### src/rtl/shdn_pkg.sv
package shdn_pkg;
    localparam int WORD_W    = 32;
    localparam int ADDR_W    = 4;
    localparam int MAX_PINS  = 16;
    localparam int DBC_CNT_W = 16;
    localparam int SEL_W     = 3;

    localparam logic [ADDR_W-1:0] OFS_CMD  = 4'h0;
    localparam logic [ADDR_W-1:0] OFS_MODE = 4'h4;
    localparam logic [ADDR_W-1:0] OFS_STAT = 4'h8;
    localparam logic [ADDR_W-1:0] OFS_PINS = 4'hC;

    localparam logic [7:0] CMD_KEY = 8'hA5;

    typedef struct packed {
        logic [SEL_W-1:0] dbc_sel;
        logic             rtc_en;
        logic             rtt_en;
    } mode_t;

    typedef struct packed {
        logic [MAX_PINS-1:0] pol_high;
        logic [MAX_PINS-1:0] en;
    } pincfg_t;

    typedef struct packed {
        logic [MAX_PINS-1:0] pin;
        logic                rtc;
        logic                rtt;
    } wake_src_t;

    function automatic logic [DBC_CNT_W-1:0] dbc_limit(input logic [SEL_W-1:0] sel);
        case (sel)
            3'd0:    return 16'd0;
            3'd1:    return 16'd3;
            3'd2:    return 16'd32;
            3'd3:    return 16'd512;
            3'd4:    return 16'd4096;
            default: return 16'd32768;
        endcase
    endfunction

    function automatic logic [WORD_W-1:0] status_word(input wake_src_t s);
        return {s.pin, 10'd0, s.rtc, s.rtt, 4'd0};
    endfunction
endpackage

### src/rtl/shdn_regbus.sv
module shdn_regbus
    import shdn_pkg::*;
#(
    parameter int NUM_PINS = 16
) (
    input  logic              clk,
    input  logic              rst,
    input  logic              bus_en,
    input  logic              bus_we,
    input  logic [ADDR_W-1:0] bus_addr,
    input  logic [WORD_W-1:0] bus_wdata,
    output logic [WORD_W-1:0] bus_rdata,
    input  wake_src_t         status,
    output mode_t             mode,
    output pincfg_t           pincfg,
    output logic              cmd_off,
    output logic              stat_rd
);
    localparam logic [MAX_PINS-1:0] PIN_MASK = MAX_PINS'((32'd1 << NUM_PINS) - 1);

    logic wr_cmd, wr_mode, wr_pins;

    assign wr_cmd  = bus_en && bus_we && (bus_addr == OFS_CMD);
    assign wr_mode = bus_en && bus_we && (bus_addr == OFS_MODE);
    assign wr_pins = bus_en && bus_we && (bus_addr == OFS_PINS);
    assign stat_rd = bus_en && !bus_we && (bus_addr == OFS_STAT);
    assign cmd_off = wr_cmd && bus_wdata[0] && (bus_wdata[31:24] == CMD_KEY);

    always_ff @(posedge clk) begin
        if (rst) begin
            mode   <= '0;
            pincfg <= '0;
        end else begin
            if (wr_mode) begin
                mode.dbc_sel <= bus_wdata[26:24];
                mode.rtc_en  <= bus_wdata[17];
                mode.rtt_en  <= bus_wdata[16];
            end
            if (wr_pins) begin
                pincfg.pol_high <= bus_wdata[31:16] & PIN_MASK;
                pincfg.en       <= bus_wdata[15:0] & PIN_MASK;
            end
        end
    end

    always_comb begin
        case (bus_addr)
            OFS_MODE: bus_rdata = {5'd0, mode.dbc_sel, 6'd0, mode.rtc_en, mode.rtt_en, 16'd0};
            OFS_STAT: bus_rdata = status_word(status);
            OFS_PINS: bus_rdata = {pincfg.pol_high, pincfg.en};
            default:  bus_rdata = '0;
        endcase
    end
endmodule

### src/rtl/shdn_pin_filter.sv
module shdn_pin_filter
    import shdn_pkg::*;
(
    input  logic             clk,
    input  logic             rst,
    input  logic             pin,
    input  logic             pol_high,
    input  logic             enable,
    input  logic [SEL_W-1:0] dbc_sel,
    output logic             hit
);
    logic                 active;
    logic [DBC_CNT_W-1:0] limit;
    logic [DBC_CNT_W-1:0] run_cnt;

    assign active = pol_high ? pin : !pin;
    assign limit  = dbc_limit(dbc_sel);

    always_ff @(posedge clk) begin
        if (rst || !active)
            run_cnt <= '0;
        else if (run_cnt != '1)
            run_cnt <= run_cnt + 1'b1;
    end

    assign hit = enable && ((limit == '0) ? active : (run_cnt >= limit));

    assert_dbc_prior_R4: assert property (@(posedge clk) disable iff (rst)
        (hit && limit != '0) |-> $past(active));
endmodule

### src/rtl/shdn_wake_ctrl.sv
module shdn_wake_ctrl
    import shdn_pkg::*;
(
    input  logic      clk,
    input  logic      rst,
    input  logic      cmd_off,
    input  logic      stat_rd,
    input  wake_src_t src,
    output logic      supply_on,
    output wake_src_t status
);
    logic wake_any;

    assign wake_any = |src;

    always_ff @(posedge clk) begin
        if (rst) begin
            supply_on <= 1'b1;
            status    <= '0;
        end else begin
            if (supply_on) begin
                if (cmd_off)
                    supply_on <= 1'b0;
            end else if (wake_any) begin
                supply_on <= 1'b1;
            end
            status <= (stat_rd ? wake_src_t'('0) : status)
                    | ((!supply_on) ? src : wake_src_t'('0));
        end
    end

    assert_off_after_cmd_R2: assert property (@(posedge clk) disable iff (rst)
        (supply_on && cmd_off) |=> !supply_on);
    assert_no_spurious_wake_R6: assert property (@(posedge clk) disable iff (rst)
        (!supply_on && !wake_any) |=> !supply_on);
    assert_status_frozen_R9: assert property (@(posedge clk) disable iff (rst)
        (supply_on && !stat_rd) |=> (status == $past(status)));
    assert_status_sticky_R8: assert property (@(posedge clk) disable iff (rst)
        !stat_rd |=> ((status & $past(status)) == $past(status)));
endmodule

### src/rtl/shdn_ctrl.sv
module shdn_ctrl
    import shdn_pkg::*;
#(
    parameter int NUM_PINS = 16
) (
    input  logic                clk,
    input  logic                rst,
    input  logic                bus_en,
    input  logic                bus_we,
    input  logic [3:0]          bus_addr,
    input  logic [31:0]         bus_wdata,
    output logic [31:0]         bus_rdata,
    input  logic [NUM_PINS-1:0] wake_pin,
    input  logic                rtc_alarm,
    input  logic                rtt_alarm,
    output logic                supply_en
);
    mode_t               mode;
    pincfg_t             pincfg;
    wake_src_t           src;
    wake_src_t           status;
    logic                cmd_off;
    logic                stat_rd;
    logic [MAX_PINS-1:0] pin_hit;

    shdn_regbus #(.NUM_PINS(NUM_PINS)) u_regs (
        .clk(clk), .rst(rst),
        .bus_en(bus_en), .bus_we(bus_we), .bus_addr(bus_addr),
        .bus_wdata(bus_wdata), .bus_rdata(bus_rdata),
        .status(status), .mode(mode), .pincfg(pincfg),
        .cmd_off(cmd_off), .stat_rd(stat_rd)
    );

    for (genvar i = 0; i < MAX_PINS; i++) begin : g_pin
        if (i < NUM_PINS) begin : g_used
            shdn_pin_filter u_flt (
                .clk(clk), .rst(rst),
                .pin(wake_pin[i]),
                .pol_high(pincfg.pol_high[i]),
                .enable(pincfg.en[i]),
                .dbc_sel(mode.dbc_sel),
                .hit(pin_hit[i])
            );
        end else begin : g_absent
            assign pin_hit[i] = 1'b0;
        end
    end

    assign src.pin = pin_hit;
    assign src.rtc = rtc_alarm && mode.rtc_en;
    assign src.rtt = rtt_alarm && mode.rtt_en;

    shdn_wake_ctrl u_wake (
        .clk(clk), .rst(rst),
        .cmd_off(cmd_off), .stat_rd(stat_rd), .src(src),
        .supply_on(supply_en), .status(status)
    );

    assert_bad_key_R3: assert property (@(posedge clk) disable iff (rst)
        (bus_en && bus_we && bus_addr == OFS_CMD && supply_en
         && (bus_wdata[31:24] != CMD_KEY || !bus_wdata[0])) |=> supply_en);
    assert_rtc_wake_R7: assert property (@(posedge clk) disable iff (rst)
        (!supply_en && rtc_alarm && mode.rtc_en) |=> supply_en);
endmodule

### config.mk
export PLATFORM = sky130hd
export DESIGN_NAME = shdn_ctrl
export DESIGN_NICKNAME = d
export VERILOG_FILES = /design/src/rtl/shdn_pkg.sv /design/src/rtl/shdn_regbus.sv /design/src/rtl/shdn_pin_filter.sv /design/src/rtl/shdn_wake_ctrl.sv /design/src/rtl/shdn_ctrl.sv
export SDC_FILE = /design/constraint.sdc
export NUM_CORES = 1
export LEC_CHECK = 0
export BUFFER_PORTS_ARGS = -buffer_cell sky130_fd_sc_hd__buf_2
export CORE_MARGIN = 2
export CORE_UTILIZATION = 45
export CTS_CLUSTER_DIAMETER = 50
export DETAILED_ROUTE_END_ITERATION = 6
export SLEW_MARGIN = 40
export SYNTH_ARGS = -nofsm -noshare
export SYNTH_HDL_FRONTEND = slang
export SYNTH_SLANG_ARGS = --single-unit
export TNS_END_PERCENT = 30
### constraint.sdc
create_clock -name clk -period 8 [get_ports clk]
set_input_delay 1.2 -clock clk [delete_from_list [all_inputs] [get_ports clk]]
set_output_delay 1.2 -clock clk [all_outputs]
set_load 0.005 [all_outputs]
After elaboration in Yosys (flattened, before gate mapping) --
Index checks and enable logic that the tools add are counted.
Word-level totals: flip-flop bits (word level) 312, bits of input ports 58, output and inout bits 33, word-level logic and storage cells 200
Cells by class: $add $sub $neg 16, $lt $le $gt $ge 16, eq/ne operators 24, mux-type cells 39, bitwise logic cells 1, reductions and logical operators 79
Operator list (number):
- $add 16x1->16 const B | 16
- $ge 16x16->1 | 16
- $ne 16x16->1 const B | 16
- $pmux 32 s3 | 1
- $pmux 16 s5 | 1
- $mux 18 | 2
- $mux 1 | 35
- $logic_not 1->1 | 33
- $logic_and 1x1->1 | 26
- $or 18x18->18 | 1
- $reduce_or 18->1 | 1
- $logic_not 16->1 | 1
- $logic_or 1x1->1 | 16
- $eq 4x4->1 const B | 2
- $eq 8x8->1 const B | 1
- $eq 3x2->1 const B | 2
- $eq 4x3->1 const B | 1
- $logic_not 4->1 | 1
- $eq 3x1->1 const B | 1
- $eq 3x3->1 const B | 1
- $logic_not 3->1 | 1

Longest topological paths before layout --
word-level depth 8, depth in mapped cells 12, mapped depth without buffers 11

Modules after synthesis --
A second synthesis with hierarchy kept.
Second synthesis, totals: cell total of the unflattened synthesis 2317, area total of the unflattened synthesis 19870.3 µm²
Modules (own cells, without submodules):
- shdn_pin_filter | times used 16, cells an instance 126, area each 1059.8 µm², sequential area each 320.3 µm²
- shdn_regbus | times used 1, cells an instance 212, area each 2062.0 µm², sequential area each 740.7 µm²
- shdn_wake_ctrl | times used 1, cells an instance 87, area each 839.6 µm², sequential area each 380.4 µm²
- shdn_ctrl | times used 1, cells an instance 2, area each 12.5 µm², sequential area each 0.0 µm²

Least setup slack after synthesis --
No wires, ideal clock.
kind in2out, start input port bus_addr[1], end output port bus_rdata[18], arrival time 2.270 ns, required time 6.800 ns, setup slack 4.530 ns, cell stages on the path 5, buffers on the path 1, cell sequence nor2_1 > nand2_1 > nor2_1 > clkbuf_1 > a22o_1
On the way: longest elaborated chain between the ends 2, elaborated cells between the ends (all ways) 4, classes of those cells eq/ne: 3; mux: 1
RTL lines:
- start: declaration | RTL line shdn_ctrl.sv:10 | input logic [3:0] bus_addr,
- $eq 4x4->1 or $eq 4x3->1 (tied branches) | RTL line shdn_regbus.sv:47 | case (bus_addr)
- $pmux 32 s3 * | RTL line shdn_regbus.sv:47
- end: declaration | RTL line shdn_ctrl.sv:12 | output logic [31:0] bus_rdata,
Mark *: on every way between the ends. The rest lies on a longest branch, timed or not.

Worst setup path after layout --
start register u_regs.mode[2] (netlist name), end register u_wake.supply_on
On the way: longest elaborated chain between the ends 8, elaborated cells between the ends (all ways) 58, classes of those cells order compare: 16; eq/ne: 4; mux: 19; reduce/logical: 19
RTL lines:
- $eq 3x3->1 (tied with other cells) | RTL line shdn_pkg.sv:33 | case (sel)
- $pmux 16 s5 * | RTL line shdn_pkg.sv:33
- $ge 16x16->1 or $logic_not 16->1 (tied branches) | RTL line shdn_pin_filter.sv:26 | assign hit = enable && ((limit == '0) ? active : (run_cnt >= limit));
- $mux 1 | RTL line shdn_pin_filter.sv:26
- $logic_and 1x1->1 | RTL line shdn_pin_filter.sv:26
- $reduce_or 18->1 * | RTL line shdn_wake_ctrl.sv:14 | assign wake_any = |src;
- $mux 1 * | RTL line shdn_wake_ctrl.sv:24 | end else if (wake_any) begin
- $mux 1 * | RTL line shdn_wake_ctrl.sv:21 | if (supply_on) begin
- end signal: assignment | RTL line shdn_wake_ctrl.sv:18 | supply_on <= 1'b1;
- end signal: assignment | RTL line shdn_wake_ctrl.sv:23 | supply_on <= 1'b0;
- end signal: assignment | RTL line shdn_wake_ctrl.sv:25 | supply_on <= 1'b1;
- end: declaration | RTL line shdn_wake_ctrl.sv:9 | output logic supply_on,
Marked as above. A chain may end at the register's enable or synchronous reset.

==> results_dict.tcl <==
set metrics [dict create \
    slowest_delay_ps 800 \
    end_kind "flip-flop" \
    r2r-end "u_wake.supply_on" \
    crit_end "u_wake.supply_on" \
    maxCapViolations 0 \
    max-vdd-ir-drop_mv 0.168 \
    cp.depth 11 \
    reg2reg_depth 11 \
    slew_headroom_pct 42.2 \
    grt_max_degree 39 \
    finalClockSkew_ps 18.3 \
    period_share_pct 50.1 \
    synth.area.mux_share_pct 1.66 \
    finalCoreUtilization_pct 52.4 \
    htree_levels 2 \
    die_area_sq_um 37900 \
    ant_nets 0 \
    p_switching_w 0.000817 \
    synth_ff_type "dfxtp_1" \
    viasPerCell 5.65 \
    synth_xor_area_share_pct 8.46 \
    p_total_w 0.00363 \
    routedWlPerCell_microns 17.2 \
    cp_data_arrival_time_ps 4420 \
    nFillCells 3428 \
    leakagePower_nw 7.03 \
    clock-sinks 312 \
    diodes 0 \
    synth_top_area_share_pct 38.2 \
    cts_resized 0 \
    cp-start-kind "flip-flop" \
    intPower_w 0.00281 \
    max_freq_mhz 250 \
    power_frac_seq_pct 43.4 \
    globalRoute.totalOverflow 0 \
    io_pins 91 \
    dieWidth_microns 195 \
    multi_input_area_sq_um 9650 \
    setup_violations 0 \
    synth_area_leaders "dfxtp_1 38%, ha_1 8.6%, nor2_1 6.7%" \
    r2r-start "u_regs.mode[2]" \
    p_per_area_nw_per_um2 194 \
    critPathBufInv 1 \
    final_area_sq_um 18700 \
    synth_compound_area_share_pct 11.7 \
    tightest_slew_ps 863 \
    clk_latency_ps 540 \
    yosysMostFrequentCell "dfxtp_1" \
    synth-seq-cells 312 \
    synth_top_family_by_area "simple AND/OR/NAND/NOR gates" \
    vias 14400 \
    netlist.top_cell.by_area "dfxtp_1" \
    final.setup.worst_slack_ps 4000 \
    period_needed_ps 4000 \
    cts_buffers 41 \
    synthesis.area_sq_um 16400 \
    num_rows 69 \
    finalNetCount 2232 \
    synth_fa_ha_area_share_pct 8.57 \
    post-place-ws_ps 4010 \
    drt_pass1_iterations 6 \
    hold_viol 0 \
    drive_above_1_share_pct 9.65 \
    finalMaxSlewViolations 0 \
    hold_path.class "reg2reg" \
    avgSynthCellArea_sq_um 8.22 \
    post_cts_buffers 0 \
    clockPowerShare_pct 53.5 \
    synth_commonest_cells "312 x dfxtp_1, 293 x nor2_1, 193 x nand2_1" \
    outcome "finished, final reports clean" \
    synth-edff-count 0 \
    syn-num-nets 2159 \
    clock_path_buffers 3 \
    start_util_pct 45.9 \
    synth-simple-area-share_pct 28.3 \
    dpl_cell_area_sq_um 17200 \
    area_delta_synth_final_pct 14.3 \
    wl_microns 44000 \
    r2r_slack_ps 4000 \
    required_ps 8420 \
    globalRouteTotalUtil_pct 23.3 \
    comb_power_share_pct 3.1 \
    worstPathMaxFanout 17 \
    cts-hold-fix-buffers 0 \
    antenna_found_initial 0 \
    crit_chain "or3b_2 -> inv_2 -> ha_1 -> nand2b_1 -> a21oi_1 -> o211ai_1 -> a41oi_1 -> o2111ai_1 -> or4_1 -> nor4_1 -> nor2_1" \
    root_buffer "clkbuf_16" \
    seqCellArea_sq_um 6250 \
    power.share.switching_pct 22.5 \
    yosys.cell_types.count 64 \
    crit_slowest_cell "or3b_2" \
    syn_inst 1989 \
    worstHoldPathCells 2 \
    seq_area_frac_synth_pct 38.2 \
    rsz0062_at_grt "no" \
    grt_pass1_vias 13800 \
    async_flop_share_pct 0 \
    cts.reportedPaths.clkPinSlew_ps 60 \
    place.gp.congestion 0.829 \
    grt_pass1_wl_microns 72000 \
    drt_iter0_markers 899 \
    io_buffers 90 \
    crit_path_start "u_regs.mode[2]" \
    die_h_microns 195 \
    cts_tree "built" \
    crit_type "reg2reg" \
    tns_ps 0 \
    critPathTopFamily "simple AND/OR/NAND/NOR gates" \
    coreArea_sq_um 35700 \
    synth_warnings 0 \
    dpl.hpwl_microns 30100 \
    route.detailed.drc 0 \
]
-- tightest hold or removal path, stage by stage, from the launching register on --
cell and delay [ps]:
dfxtp_1 310, nand2_1 50, a21oi_1 50
-- power groups by stage --
stage                     Clock [W]  Sequential, W  Combinational [W]
after CTS                   0.00198        0.00158           0.000113
final                       0.00194        0.00158           0.000112
after global routing        0.00205        0.00158           0.000125
after detailed placement          0        0.00161           0.000112
after global placement            0        0.00161           0.000109
after floorplan                   0        0.00161          0.0000706
-- per-stage QoR --
| stage | instances | hold slack, ps |
|---|---|---|
| 2_1_floorplan | 1989 | 432 |
| 3_3_place_gp | 2478 | 457 |
| 3_5_place_dp | 2480 | 462 |
| 4_1_cts | 2555 | 470 |
| 5_1_grt | 2555 | 487 |
| 6_report | 2555 | 467 |
-- final cells by class --
class / instances / area share [%]
Sequential cell: 312 / 33.4
Tap cell: 461 / 3.09
Inverter: 60 / 1.20
Clock buffer: 53 / 6.28
Timing Repair Buffer: 102 / 2.93
Clock inverter: 22 / 1.49
Multi-Input combinational cell: 1545 / 51.6
-- worst min-delay path by stage --
| stage | start | endpoint | slack (ps) |
|---|---|---|---|
| 2_1_floorplan | u_wake.status[15] | u_wake.status[15] | 430 |
| 6_report | u_regs.pincfg[13] | u_regs.pincfg[13] | 470 |
| 5_1_grt | u_regs.pincfg[14] | u_regs.pincfg[14] | 490 |
| 4_1_cts | u_regs.pincfg[14] | u_regs.pincfg[14] | 470 |
| 3_5_place_dp | u_regs.pincfg[14] | u_regs.pincfg[14] | 460 |
| 3_3_place_gp | u_regs.pincfg[14] | u_regs.pincfg[14] | 460 |
-- kinds of logic after synthesis --
| family | count (synthesis) |
|---|---|
| AO/OA/AOI/OAI | 307 |
| XOR/XNOR | 158 |
| adder cells (fa/ha/maj) | 112 |
| buffers and inverters | 132 |
| flip-flops | 312 |
| multiplexers | 27 |
| AND/OR/NAND/NOR | 941 |
-- layer usage --
metal | vias up | wire (microns) | global-route usage (%)
met2 | 287 | 20200 | 39.1
met4 | 0 | 1150 | 7.12
met1 | 6848 | 20800 | 31.1
met3 | 67 | 1910 | 3.14
met5 | - | 0 | 0
li1 | 7239 | - | -
-- sequential cells by signal, summed over array words and instances (netlist names) --
register,cells
g_pin.g_used.u_flt.run_cnt,256
u_regs.mode,5
u_regs.pincfg,32
u_wake.supply_on,1
u_wake.status,18
-- placed cells by master (no fill, tap or decap), types with 26 or more instances in the layout --
cell	instances
o21ai_0	71
nor4_1	28
a21oi_1	110
ha_1	112
mux2i_1	26
inv_1	59
buf_2	90
clkbuf_16	43
or3_1	38
xor2_1	97
nor2_1	292
dfxtp_1	312
nand3_1	95
and3_1	37
nand2_1	193
xnor2_1	61
nand4_1	64
nor3_1	60
Note: power is estimated with default switching activity, not from simulation.
